### src/rtl/nrs_pkg.sv
package nrs_pkg;

    localparam int          LFSR_W    = 32;
    localparam logic [31:0] LFSR_MASK = 32'h80200003;
    localparam logic [31:0] SEED_SAFE = 32'h00000001;

    typedef enum logic {
        DIR_DOWN = 1'b0,
        DIR_UP   = 1'b1
    } nbr_dir_e;

    function automatic logic [LFSR_W-1:0] lfsr_step(input logic [LFSR_W-1:0] s);
        logic [LFSR_W-1:0] sh;
        sh = s >> 1;
        return s[0] ? (sh ^ LFSR_MASK) : sh;
    endfunction

    function automatic logic [LFSR_W-1:0] seed_sanitize(input logic [LFSR_W-1:0] s);
        return (s == '0) ? SEED_SAFE : s;
    endfunction

endpackage

### src/rtl/nrs_lfsr.sv
module nrs_lfsr
    import nrs_pkg::*;
(
    input  logic              clk,
    input  logic              rst,
    input  logic [LFSR_W-1:0] seed,
    input  logic              seed_load,
    input  logic              advance,
    output logic [LFSR_W-1:0] state
);

    always_ff @(posedge clk) begin
        if (rst || seed_load)
            state <= seed_sanitize(seed);
        else if (advance)
            state <= lfsr_step(state);
    end

    assert_state_nonzero_R2: assert property (@(posedge clk) disable iff (rst)
        state != '0);

    assert_hold_without_close_R1: assert property (@(posedge clk) disable iff (rst)
        (!advance && !seed_load) |=> $stable(state));

endmodule

### src/rtl/nrs_neighbour.sv
module nrs_neighbour
    import nrs_pkg::*;
#(
    parameter int ROW_W = 14
) (
    input  logic [ROW_W-1:0] row,
    input  logic [ROW_W-1:0] map_mask,
    input  nbr_dir_e         dir,
    output logic [ROW_W-1:0] nbr_row
);

    localparam logic [ROW_W-1:0] ROW_LAST = {ROW_W{1'b1}};

    logic [ROW_W-1:0] phys;
    logic [ROW_W-1:0] phys_nbr;

    always_comb begin
        phys = row ^ map_mask;
        if (phys == '0)
            phys_nbr = {{(ROW_W-1){1'b0}}, 1'b1};
        else if (phys == ROW_LAST)
            phys_nbr = ROW_LAST - 1'b1;
        else if (dir == DIR_UP)
            phys_nbr = phys + 1'b1;
        else
            phys_nbr = phys - 1'b1;
        nbr_row = phys_nbr ^ map_mask;
    end

endmodule

### src/rtl/nrs_req_buffer.sv
module nrs_req_buffer #(
    parameter int BANK_W = 3,
    parameter int ROW_W  = 14,
    parameter int CNT_W  = 16
) (
    input  logic              clk,
    input  logic              rst,
    input  logic              push,
    input  logic [BANK_W-1:0] push_bank,
    input  logic [ROW_W-1:0]  push_row,
    input  logic              ready,
    output logic              valid,
    output logic [BANK_W-1:0] bank,
    output logic [ROW_W-1:0]  row,
    output logic [CNT_W-1:0]  drop_count
);

    localparam int DEPTH = 2;
    localparam logic [CNT_W-1:0] CNT_MAX = {CNT_W{1'b1}};

    typedef struct packed {
        logic [BANK_W-1:0] bank;
        logic [ROW_W-1:0]  row;
    } slot_t;

    slot_t      slots [DEPTH];
    logic [1:0] count;
    logic [1:0] count_left;
    logic       pop;
    logic       accept;
    slot_t      incoming;

    always_comb begin
        pop        = valid && ready;
        count_left = count - {1'b0, pop};
        accept     = push && (count_left < 2'(DEPTH));
        incoming   = '{bank: push_bank, row: push_row};
    end

    always_ff @(posedge clk) begin
        if (rst) begin
            count      <= '0;
            drop_count <= '0;
            for (int i = 0; i < DEPTH; i++) slots[i] <= '0;
        end else begin
            if (pop) slots[0] <= slots[1];
            if (accept) begin
                if (count_left == 2'd0) slots[0] <= incoming;
                else                    slots[1] <= incoming;
            end
            count <= count_left + {1'b0, accept};
            if (push && !accept && drop_count != CNT_MAX)
                drop_count <= drop_count + 1'b1;
        end
    end

    assign valid = (count != 2'd0);
    assign bank  = slots[0].bank;
    assign row   = slots[0].row;

    assert_hold_while_stalled_R7: assert property (@(posedge clk) disable iff (rst)
        (valid && !ready) |=> (valid && $stable(bank) && $stable(row)));

    assert_drop_counts_R8: assert property (@(posedge clk) disable iff (rst)
        (push && valid && !ready && count == 2'd2 && drop_count != CNT_MAX)
        |=> drop_count == $past(drop_count) + 1'b1);

    assert_no_count_without_push_R8: assert property (@(posedge clk) disable iff (rst)
        !push |=> $stable(drop_count));

endmodule

### src/rtl/nbr_refresh_sampler.sv
module nbr_refresh_sampler
    import nrs_pkg::*;
#(
    parameter int BANK_W = 3,
    parameter int ROW_W  = 14,
    parameter int THR_W  = 16,
    parameter int CNT_W  = 16
) (
    input  logic              clk,
    input  logic              rst,
    input  logic              close_valid,
    input  logic [BANK_W-1:0] close_bank,
    input  logic [ROW_W-1:0]  close_row,
    input  logic [THR_W-1:0]  threshold,
    input  logic [ROW_W-1:0]  map_mask,
    input  logic [31:0]       seed,
    input  logic              seed_load,
    input  logic              req_ready,
    output logic              req_valid,
    output logic [BANK_W-1:0] req_bank,
    output logic [ROW_W-1:0]  req_row,
    output logic [CNT_W-1:0]  drop_count
);

    localparam int DIR_BIT = LFSR_W - 1;
    localparam logic [THR_W-1:0] THR_ALL = {THR_W{1'b1}};

    logic [LFSR_W-1:0] rnd;
    logic [THR_W-1:0]  draw;
    nbr_dir_e          dir;
    logic              hit;
    logic [ROW_W-1:0]  nbr_row;

    nrs_lfsr u_lfsr (
        .clk       (clk),
        .rst       (rst),
        .seed      (seed),
        .seed_load (seed_load),
        .advance   (close_valid),
        .state     (rnd)
    );

    generate
        if (THR_W < LFSR_W) begin : g_draw_narrow
            assign draw = rnd[THR_W-1:0];
        end else begin : g_draw_wide
            assign draw = THR_W'(rnd[DIR_BIT-1:0]);
        end
    endgenerate

    always_comb begin
        dir = nbr_dir_e'(rnd[DIR_BIT]);
        hit = close_valid && ((threshold == THR_ALL) || (draw < threshold));
    end

    nrs_neighbour #(.ROW_W(ROW_W)) u_nbr (
        .row      (close_row),
        .map_mask (map_mask),
        .dir      (dir),
        .nbr_row  (nbr_row)
    );

    nrs_req_buffer #(.BANK_W(BANK_W), .ROW_W(ROW_W), .CNT_W(CNT_W)) u_buf (
        .clk        (clk),
        .rst        (rst),
        .push       (hit),
        .push_bank  (close_bank),
        .push_row   (nbr_row),
        .ready      (req_ready),
        .valid      (req_valid),
        .bank       (req_bank),
        .row        (req_row),
        .drop_count (drop_count)
    );

    logic [ROW_W-1:0] phys_close;
    logic [ROW_W-1:0] phys_nbr;
    assign phys_close = close_row ^ map_mask;
    assign phys_nbr   = nbr_row ^ map_mask;

    assert_zero_threshold_idle_R3: assert property (@(posedge clk) disable iff (rst)
        (threshold == '0) |-> !hit);

    assert_adjacent_physical_R6: assert property (@(posedge clk) disable iff (rst)
        close_valid |-> ((phys_nbr == phys_close + 1'b1) || (phys_nbr == phys_close - 1'b1)));

    assert_request_after_hit_R7: assert property (@(posedge clk) disable iff (rst)
        hit |=> req_valid);

    assert_reset_clean_R9: assert property (@(posedge clk)
        $past(rst) |-> (!req_valid && drop_count == '0));

endmodule

### config.mk
export PLATFORM = sky130hd
export DESIGN_NAME = nbr_refresh_sampler
export DESIGN_NICKNAME = d
export VERILOG_FILES = /design/src/rtl/nrs_pkg.sv /design/src/rtl/nrs_lfsr.sv /design/src/rtl/nrs_neighbour.sv /design/src/rtl/nrs_req_buffer.sv /design/src/rtl/nbr_refresh_sampler.sv
export SDC_FILE = /design/constraint.sdc
export NUM_CORES = 1
export LEC_CHECK = 0
export BUFFER_PORTS_ARGS = -buffer_cell sky130_fd_sc_hd__buf_2
export CAP_MARGIN = 20
export CORE_MARGIN = 2
export CORE_UTILIZATION = 30
export CTS_BUF_LIST = sky130_fd_sc_hd__clkbuf_2
export CTS_CLUSTER_DIAMETER = 120
export CTS_CLUSTER_SIZE = 8
export DETAILED_ROUTE_END_ITERATION = 7
export GPL_TIMING_DRIVEN = 1
export PLACE_DENSITY = 0.52
export SKIP_CTS_REPAIR_TIMING = 1
export SYNTH_ARGS = -nofsm -noshare
export SYNTH_HDL_FRONTEND = slang
export SYNTH_SLANG_ARGS = --single-unit
### constraint.sdc
create_clock -name clk -period 6.31 [get_ports clk]
set_clock_uncertainty 0.2 [all_clocks]
set_input_delay 1.262 -clock clk [delete_from_list [all_inputs] [get_ports clk]]
set_output_delay 1.262 -clock clk [all_outputs]
set_load 0.005 [all_outputs]
==> run summary, run 1 <==
synthesized flop and latch total - 84
total power - 1.64 mW
status - complete, no violations
syn nets - 639
hold slack - 0.315 ns
Reg2Reg Depth - 8
H-tree depth - 3
CTS tree - done
HPWL after DPL - 9780 um
Layout fillers - 1,780
worst vdd ir - 0.000105 V
# rows - 48
Post-synth EDFFs - 66
final cell count without fillers - 854
Yosys cell types - 54
core area - 17,400 um^2
drt first pass iters - 6
Hold Startpoint - u_buf.drop_count[9]$_SDFFE_PP0P_
CP startpoint kind - input pin
Pins Over Slew Limit - 0
vias in the first global route - 4,214
routed wire length - 12,800 um
crit-path max FO - 31
R2R Path Start - u_lfsr.state[7]$_DFFE_PP_
via count - 4,275
vias per cell - 5.01
fin crit period - 3.80 ns
fraction of layout cells with a size suffix above 1 - 0.285
first-pass GRT wire length - 20,300 um
Hold EP - u_buf.drop_count[9]$_SDFFE_PP0P_
R2R Path End - u_buf.slots[0][7]$_SDFFCE_PN0P_
routed len/inst - 15.0 um
RSZ-0062 raised after global routing - false
DRC - 0
Final ANT Viol Nets - 0
die area - 18,900 um^2
placed cell area - 6050 um^2
Post-synth top cells - 66 x edfxtp_1, 52 x nor2_1, 33 x inv_1
CTS Root Cell - clkbuf_2
cells taking the most area after synthesis - edfxtp_1 37%, ha_1 7.0%, dfxtp_1 6.7%, mux2_2 6.5%, xor2_1 4.1%
Async SR Flop Fraction - 0
Finished Cell Area - 6240 um^2
Critical Path AT - 3.81 ns
Avg Cell Area, Syn - 10.2 um^2
Slew HR - 0.385
RePlAce Congestion - 0.846
worst skew pair latency - 0.56 ns
CTS Buf Count - 9
fin nets - 738
Yosys warnings - 0
area share of the largest cell type after synthesis - 0.371
Multi-input gate area - 2690 um^2
Hold WC Path Type - reg2reg
Die Y - 138 um
top sig layer - met4
Critical Path RT - 6.32 ns
# IOs - 118
Mapped Cells - 524
CTS Buffer Depth - 2
Final Hold Fails - 0
Die X-Extent - 138 um
PD cells - 263 nW/um^2
Worst Setup End Kind - flop
final setup fails - 0
wl on met1 - 5860 um
Layout area overhead - 16.7%
worst-margin pin slew - 0.922 ns
maximum clock frequency - 263 MHz
register area - 2340 um^2
Initial Utilization - 0.308
cell total after placement - 835
Clock transition at path regs - 0.20 ns
largest net degree at the start of global routing - 36
critical path class - in2reg
GRT Util Overall - 0.138
max-cap check violation count - 0
Leakage - 2.56 nW
Final period util - 0.603
most frequent cell after synthesis - edfxtp_1
initial antenna violation count - 0
hold path cells - 2
Seq/Total Area, Yosys - 0.438
main flop type after synthesis - edfxtp_1
Port Buffers - 117
r2r setup slk - 2.90 ns
post-synth top area cell - edfxtp_1
metal3 WL - 747 um
Netlist Area Pre-Place - 5350 um^2
Setup TNS Final - 0 ns
grt total ovfl - 0
met2 WL - 6050 um
Iteration-0 DRC Markers - 204
clk sinks - 84
cell usage in the layout (no fill, tap or decap), drive strengths merged, types with 20 or more instances in the layout:
| cell | instances |
|---|---|
| buf | 123 |
| edfxtp | 66 |
| nor2 | 52 |
| inv | 33 |
| mux2 | 31 |
| ha | 30 |
| a21oi | 29 |
| xor2 | 26 |
| nand2 | 23 |
| o21ai | 20 |
power by group:
part           switching (mW)  internal, mW
clock network           0.187         0.169
registers              0.0353         0.710
logic                   0.311         0.228
total                   0.533          1.11
how the worst max path moves through the flow:
| stage | slack [ns] | from | endpoint | cells past startpoint |
|---|---|---|---|---|
| 5_1_grt | 2.32 | threshold[7] | u_buf.slots[0][7]$_SDFFCE_PN0P_ | 10 |
| 3_3_place_gp | 1.90 | threshold[7] | u_buf.slots[0][1]$_SDFFCE_PN0P_ | 10 |
| 3_5_place_dp | 1.86 | threshold[7] | u_buf.slots[0][0]$_SDFFCE_PN0P_ | 10 |
| 6_report | 2.51 | threshold[7] | u_buf.slots[0][7]$_SDFFCE_PN0P_ | 10 |
| 4_1_cts | 2.51 | threshold[7] | u_buf.slots[0][7]$_SDFFCE_PN0P_ | 10 |
| 2_1_floorplan | 1.93 | threshold[7] | u_buf.slots[0][17]$_SDFFCE_PN0P_ | 8 |
registers in the layout, indices dropped and copies added (netlist names):
signal / flops
u_lfsr.state: 32
u_buf.drop_count: 16
u_buf.count: 2
u_buf.slots: 34
worst max-delay path, cell delays in order:
cell and delay [ns]:
buf_2 0.10, inv_1 0.04, ha_1 0.29, a211oi_1 0.24, o211ai_1 0.12, a211o_1 0.23, a21oi_1 0.31, o2111a_1 0.22
buf_4 0.32, or3_1 0.68
cells by family after synthesis:
logic type,count (synthesis),synth area share
XOR/XNOR,39,0.0653
adder cells (fa/ha/maj),31,0.0739
flip-flops,84,0.438
AND/OR/NAND/NOR,159,0.154
AO/OA/AOI/OAI,105,0.130
buffers and inverters,68,0.0604
multiplexers,38,0.0784
layer usage:
metal	vias to the layer above	global-route usage
li1	2136	-
met1	2030	0.178
met2	99	0.229
met3	10	0.0280
met4	0	0.0487
met5	-	0
metrics by stage:
stage               utilization  setup WS [ns]
detailed placement        0.349           1.86
floorplan                     -           1.93
CTS                       0.357           2.51
finish                    0.360           2.51
global placement          0.349           1.90
global route              0.360           2.32
area by class of cell:
class                      instances  share of cell area
tap                              225              0.0451
clock buffer                      10             0.00802
antenna                            1            0.000401
multi-input combinational        372               0.431
timing repair buffer             123               0.104
clock inverter                     6              0.0164
inverter                          33              0.0198
sequential                        84               0.375
No activity file was read; power rests on OpenSTA's default activity.
==> run 2, diff against run 1 <==
--- a/config.mk
+++ b/config.mk
@@ -14,7 +14,7 @@
 export CTS_CLUSTER_SIZE = 8
 export DETAILED_ROUTE_END_ITERATION = 7
 export GPL_TIMING_DRIVEN = 1
-export PLACE_DENSITY = 0.52
+export PLACE_DENSITY = 0.54
 export SKIP_CTS_REPAIR_TIMING = 1
 export SYNTH_ARGS = -nofsm -noshare
 export SYNTH_HDL_FRONTEND = slang
==> constraint.sdc (replaced) <==
create_clock -name clk -period 3.2 [get_ports clk]
set_clock_uncertainty 0.2 [all_clocks]
set_input_delay 0.64 -clock clk [delete_from_list [all_inputs] [get_ports clk]]
set_output_delay 0.64 -clock clk [all_outputs]
set_load 0.005 [all_outputs]
==> run 2 against run 1 <==
Effect of this change:
- clock-buffer cell count did not move
- sequential cell count did not move
- utilization rose by 2.2 points
- final area rose by 6.1%
- worst setup slack got worse by 2.3 ns
- die area did not move
- via count rose by 3.5%
- clock power rose by 81%
- sequential power rose by 96%
- critical path type is now reg2reg
- largest cell class unchanged
==> run summary, run 2 (synthesis gave the netlist of run 1 again) <==
critical path, cell by cell - ha_1, a211oi_1, o211ai_1, a211o_1, a21oi_1, o21ai_1, or4_1, a21oi_1
worst skew pair latency - 0.55 ns (about the same)
fin crit period - 2.99 ns
final cell count without fillers - 902 (+5.6%)
Final period util - 0.934
status - complete, no violations
routed len/inst - 14.4 um (-3.8%)
Iteration-0 DRC Markers - 190 (-6.9%)
core area - 17,400 um^2 (unchanged)
CP startpoint kind - flop
Critical Path AT - 3.28 ns (-0.53 ns)
Die Y - 138 um (unchanged)
vias per cell - 4.90 (-2.0%)
r2r setup slk - 0.21 ns (-2.69 ns)
CTS tree - done
fin nets - 786 (+6.5%)
hold slack - 0.180 ns (-0.135 ns)
CP max stage delay - 0.58 ns (-0.10 ns)
# IOs - 118 (unchanged)
max-cap check violation count - 0 (unchanged)
worst vdd ir - 0.000165 V (+57%)
routed wire length - 13,000 um (+1.6%)
fraction of layout cells with a size suffix above 1 - 0.345 (+0.0596)
Largest Register - u_buf.slots
worst-margin pin slew - 0.909 ns (-0.0129 ns)
cell total after placement - 885 (+6.0%)
most frequent cells in the layout - 117 x buf_2, 66 x edfxtp_1, 51 x nor2_1, 51 x buf_4, 32 x inv_1
HPWL after DPL - 10,200 um (+4.2%)
GRT Util Overall - 0.140 (+0.00253)
Slew HR - 0.390 (+0.00464)
CTS Buf Count - 9 (unchanged)
Crit-path slowest cell - or4_1
maximum clock frequency - 334 MHz
number of flip-flops under the largest register name - 34 (unchanged)
clk sinks - 84 (unchanged)
RePlAce Congestion - 0.858 (+1.5%)
most used cell, CP - a21oi_1
crit-path max FO - 15 (-52%)
DRC - 0 (unchanged)
R2R Path End - u_buf.drop_count[11]$_SDFFE_PP0P_
Hold WC Path Type - in2reg
Die X-Extent - 138 um (unchanged)
Reg2Reg Depth - 8 (unchanged)
Pins Over Slew Limit - 0 (unchanged)
initial antenna violation count - 1 (+1)
Worst Setup End Kind - flop
R2R Path Start - u_lfsr.state[7]$_DFFE_PP_
final setup fails - 0 (unchanged)
largest net degree at the start of global routing - 36 (unchanged)
Worst setup startpoint - u_lfsr.state[7]$_DFFE_PP_
die area - 18,900 um^2 (unchanged)
PD cells - 498 nW/um^2 (+89%)
CP endpoint - u_buf.drop_count[11]$_SDFFE_PP0P_
Leakage - 2.78 nW (+8.5%)
Final Hold Fails - 0 (unchanged)
Clock transition at path regs - 0.24 ns (+0.04 ns)
Final ANT Viol Nets - 0 (unchanged)
vias in the first global route - 4,363 (+3.5%)
Port Buffers - 117 (unchanged)
# rows - 48 (unchanged)
via count - 4,424 (+3.5%)
H-tree depth - 3 (unchanged)
RSZ-0062 raised after global routing - true
Critical Path RT - 3.49 ns (-2.83 ns)
CTS Root Cell - clkbuf_2
Largest regs - u_buf.slots: 34 flops, u_lfsr.state: 32 flops, u_buf.drop_count: 16 flops
first-pass GRT wire length - 20,700 um (+1.9%)
critical path class - reg2reg
drt first pass iters - 4 (-2)
commonest non-fill, non-tap cell in the layout - buf_2
Initial Utilization - 0.308 (unchanged)
Layout area overhead - 23.8%
CTS Buffer Depth - 2 (unchanged)
grt total ovfl - 0 (unchanged)
run 2: cell count changes in the layout (fill, tap and decap cells not counted), sizes merged:
| cell | delta |
|---|---|
| bufinv | -1 |
| clkinvlp | +2 |
| clkinv | -1 |
| buf | +48 |
run 2: critical path: cells and delay by family (launching register included):
| family | cells | cell delay, ns |
|---|---|---|
| AO/OA/AOI/OAI | 6 | 1.39 |
| adder cells (fa/ha/maj) | 1 | 0.30 |
| flip-flops | 1 | 0.47 |
| AND/OR/NAND/NOR | 1 | 0.58 |
run 2: worst min-delay path by stage:
stage                                                start                                to  depth (start not counted)
after CTS                                         seed[24]        u_lfsr.state[24]$_DFFE_PP_                          2
after global placement    u_buf.drop_count[9]$_SDFFE_PP0P_  u_buf.drop_count[9]$_SDFFE_PP0P_                          2
after detailed placement  u_buf.drop_count[9]$_SDFFE_PP0P_  u_buf.drop_count[9]$_SDFFE_PP0P_                          2
after floorplan           u_buf.drop_count[9]$_SDFFE_PP0P_  u_buf.drop_count[9]$_SDFFE_PP0P_                          2
final                                        close_bank[0]  u_buf.slots[0][31]$_SDFFCE_PN0P_                          3
after global routing                              seed[26]        u_lfsr.state[26]$_DFFE_PP_                          2
run 2: metal layers:
layer / wire length [um] / track usage / part of all wire / vias up
met5: 0 / 0 / 0 / -
met2: 6210 / 0.229 / 0.48 / 88
met4: 241 / 0.0544 / 0.019 / 0
li1: - / - / - / 2247
met1: 5840 / 0.184 / 0.45 / 2071
met3: 693 / 0.0254 / 0.053 / 18
run 2: area by class of cell:
type | count | area, um^2
Fill cell | 1758 | 10700
Multi-Input combinational cell | 372 | 2700
Sequential cell | 84 | 2340
Timing Repair Buffer | 171 | 1030
Tap cell | 225 | 282
Inverter | 33 | 124
Clock inverter | 6 | 88.8
Clock buffer | 10 | 50.0
Antenna cell | 1 | 2.50
run 2: per-stage QoR:
step	utilization	cell area (um^2)	setup TNS (ns)	total power, mW	setup slack (ns)
after global routing	0.381	6620	-0.00551	3.54	-0.00551
after detailed placement	0.373	6470	-4.95	2.69	-0.163
after floorplan	-	5350	0	2.28	0.0594
final	0.381	6620	0	3.30	0.210
after global placement	0.373	6470	-2.46	2.66	-0.0996
after CTS	0.381	6610	0	3.35	0.132
run 2: power by group:
| group | leakage (nW) | internal [mW] | switching (mW) |
|---|---|---|---|
| combinational | 1.86 | 0.553 | 0.636 |
| sequential | 0.835 | 1.40 | 0.0634 |
| clock | 0.0781 | 0.261 | 0.385 |
| total | 2.78 | 2.21 | 1.08 |
==> run 3, diff against run 2 <==
--- a/config.mk
+++ b/config.mk
@@ -8,7 +8,7 @@
 export BUFFER_PORTS_ARGS = -buffer_cell sky130_fd_sc_hd__buf_2
 export CAP_MARGIN = 20
 export CORE_MARGIN = 2
-export CORE_UTILIZATION = 30
+export CORE_UTILIZATION = 31
 export CTS_BUF_LIST = sky130_fd_sc_hd__clkbuf_2
 export CTS_CLUSTER_DIAMETER = 120
 export CTS_CLUSTER_SIZE = 8
==> constraint.sdc (replaced) <==
create_clock -name clk -period 3.5 [get_ports clk]
set_clock_uncertainty 0.2 [all_clocks]
set_input_delay 0.7 -clock clk [delete_from_list [all_inputs] [get_ports clk]]
set_output_delay 0.7 -clock clk [all_outputs]
set_load 0.005 [all_outputs]
==> run 3 against run 2 <==
Effect of this change:
- clock power is 13% lower
- final cell count is 4.4% lower
- critical endpoint is now u_buf.slots[0][13]$_SDFFCE_PN0P_
- worst hold slack better by 0.088 ns
- total power is 12% lower
- die area is 3.1% lower
- first-iteration DRC count is 31% higher
- clock-buffer cell count stayed put
==> run summary, run 3 (synthesis gave the netlist of run 1 again) <==
worst setup slack after layout - 0.259 ns (+0.0492 ns)
worst skew pair latency - 0.52 ns (-0.03 ns)
Largest regs - u_buf.slots: 34 flops, u_lfsr.state: 32 flops, u_buf.drop_count: 16 flops
CTS Buffer Depth - 2 (unchanged)
Worst setup startpoint - u_lfsr.state[31]$_DFFE_PP_
worst path bufs/invs - 1 (+1)
Critical Path RT - 3.66 ns (+0.17 ns)
Largest Register - u_buf.slots
fin crit period - 3.24 ns (+0.251 ns)
WP depth - 9 (+1)
Worst Setup End Kind - flop
CP endpoint - u_buf.slots[0][13]$_SDFFCE_PN0P_
max-cap check violation count - 0 (unchanged)
vias per cell - 4.97 (+1.3%)
Crit-path slowest cell - edfxtp_1
core area - 17,100 um^2 (-1.7%)
Final Core Density - 0.370 (-0.0114)
final setup fails - 0 (unchanged)
crit-path max FO - 9 (-6)
commonest non-fill, non-tap cell in the layout - buf_2
dpl ws - -0.0178 ns (+0.145 ns)
Critical Path AT - 3.40 ns (+0.12 ns)
Final ANT Viol Nets - 0 (unchanged)
Layout fillers - 1,771 (+0.74%)
HPWL after DPL - 9730 um (-4.5%)
Leakage - 2.60 nW (-6.5%)
Final Hold Fails - 0 (unchanged)
fraction of layout cells with a size suffix above 1 - 0.296 (-0.0491)
most frequent cells in the layout - 117 x buf_2, 66 x edfxtp_1, 51 x nor2_1
delay-heaviest family, CP - compound AO/OA/AOI/OAI gates
total power - 2.90 mW (-12%)
register area - 2340 um^2 (unchanged)
initial antenna violation count - 1 (unchanged)
via count - 4,281 (-3.2%)
CTS Buf Count - 9 (unchanged)
Pins Over Slew Limit - 0 (unchanged)
critical path class - reg2reg
RSZ-0062 raised after global routing - false
clk sinks - 84 (unchanged)
critical path, cell by cell - inv_1, ha_1, nand3_1, o2111ai_1, nand4_1, a31oi_1, mux2i_1, o32a_1, a211oi_2
Reg2Reg Depth - 9 (+1)
Die Y - 135 um (-1.6%)
number of flip-flops under the largest register name - 34 (unchanged)
vias in the first global route - 4,101 (-6.0%)
CTS Root Cell - clkbuf_2
H-tree depth - 3 (unchanged)
worst-margin pin slew - 0.514 ns (-0.395 ns)
Hold Startpoint - close_row[0]
CP max stage delay - 0.46 ns (-0.12 ns)
Final period util - 0.926 (-0.00844)
R2R Path End - u_buf.slots[0][13]$_SDFFCE_PN0P_
Layout area overhead - 18.0%
PD cells - 460 nW/um^2 (-7.7%)
Clock transition at path regs - 0.21 ns (-0.03 ns)
status - complete, no violations
die area - 18,300 um^2 (-3.1%)
Die X-Extent - 135 um (-1.6%)
cell total after placement - 845 (-4.5%)
# rows - 48 (unchanged)
# IOs - 118 (unchanged)
Iteration-0 DRC Markers - 249 (+31%)
final cell count without fillers - 862 (-4.4%)
DRC - 0 (unchanged)
r2r setup slk - 0.26 ns (+0.05 ns)
fin nets - 747 (-5.0%)
largest net degree at the start of global routing - 36 (unchanged)
R2R Path Start - u_lfsr.state[31]$_DFFE_PP_
routed wire length - 12,700 um (-2.5%)
worst vdd ir - 0.000207 V (+25%)
drt first pass iters - 4 (unchanged)
maximum clock frequency - 309 MHz (-7.7%)
RePlAce Congestion - 0.842 (-1.9%)
Slew HR - 0.655 (+0.265)
Initial Utilization - 0.314 (+0.00542)
Hold WC Path Type - in2reg
routed len/inst - 14.7 um (+2.0%)
first-pass GRT wire length - 20,000 um (-3.5%)
grt total ovfl - 0 (unchanged)
CP startpoint kind - flop
GRT Util Overall - 0.137 (-0.00329)
CTS tree - done
Port Buffers - 117 (unchanged)
Setup TNS Final - 0 ns (unchanged)
Multi-input gate area - 2690 um^2 (-0.65%)
run 3: worst min path at each step:
stage | slack (ns) | end | cells past startpoint
after floorplan | 0.28 | u_buf.drop_count[9]$_SDFFE_PP0P_ | 2
after global placement | 0.28 | u_buf.drop_count[8]$_SDFFE_PP0P_ | 2
after detailed placement | 0.29 | u_buf.drop_count[9]$_SDFFE_PP0P_ | 2
after CTS | 0.19 | u_buf.slots[0][17]$_SDFFCE_PN0P_ | 2
after global routing | 0.19 | u_buf.slots[0][17]$_SDFFCE_PN0P_ | 2
final | 0.27 | u_buf.slots[0][17]$_SDFFCE_PN0P_ | 2
run 3: worst register-to-register path: stages, from the launching register on:
cell       delay [ns]
edfxtp_1         0.46
inv_1            0.22
ha_1             0.46
nand3_1          0.14
o2111ai_1        0.31
nand4_1          0.17
a31oi_1          0.34
mux2i_1          0.13
o32a_1           0.43
a211oi_2         0.24
run 3: final cells by class:
cell class,count,share of cell area
Timing Repair Buffer,132,0.119
Clock inverter,5,0.0123
Inverter,33,0.0196
Sequential cell,84,0.371
Tap cell,225,0.0446
Multi-Input combinational cell,372,0.425
Antenna cell,1,0.000397
Clock buffer,10,0.00793
run 3: stage by stage:
stage | cell area, um^2 | hold WS, ns
after floorplan | 5350 | 0.281
after global placement | 6170 | 0.279
after detailed placement | 6170 | 0.291
after CTS | 6300 | 0.187
after global routing | 6310 | 0.192
final | 6310 | 0.268
run 3: report_power, final:
part	internal [mW]	switching, mW
clock network	0.233	0.326
logic	0.433	0.570
registers	1.28	0.0601
run 3: per-layer routing:
metal	up-vias	share of wire	track usage
li1	2155	-	-
met1	2021	0.47	0.181
met2	97	0.47	0.228
met3	8	0.049	0.0251
met4	0	0.011	0.0405
met5	-	0	0
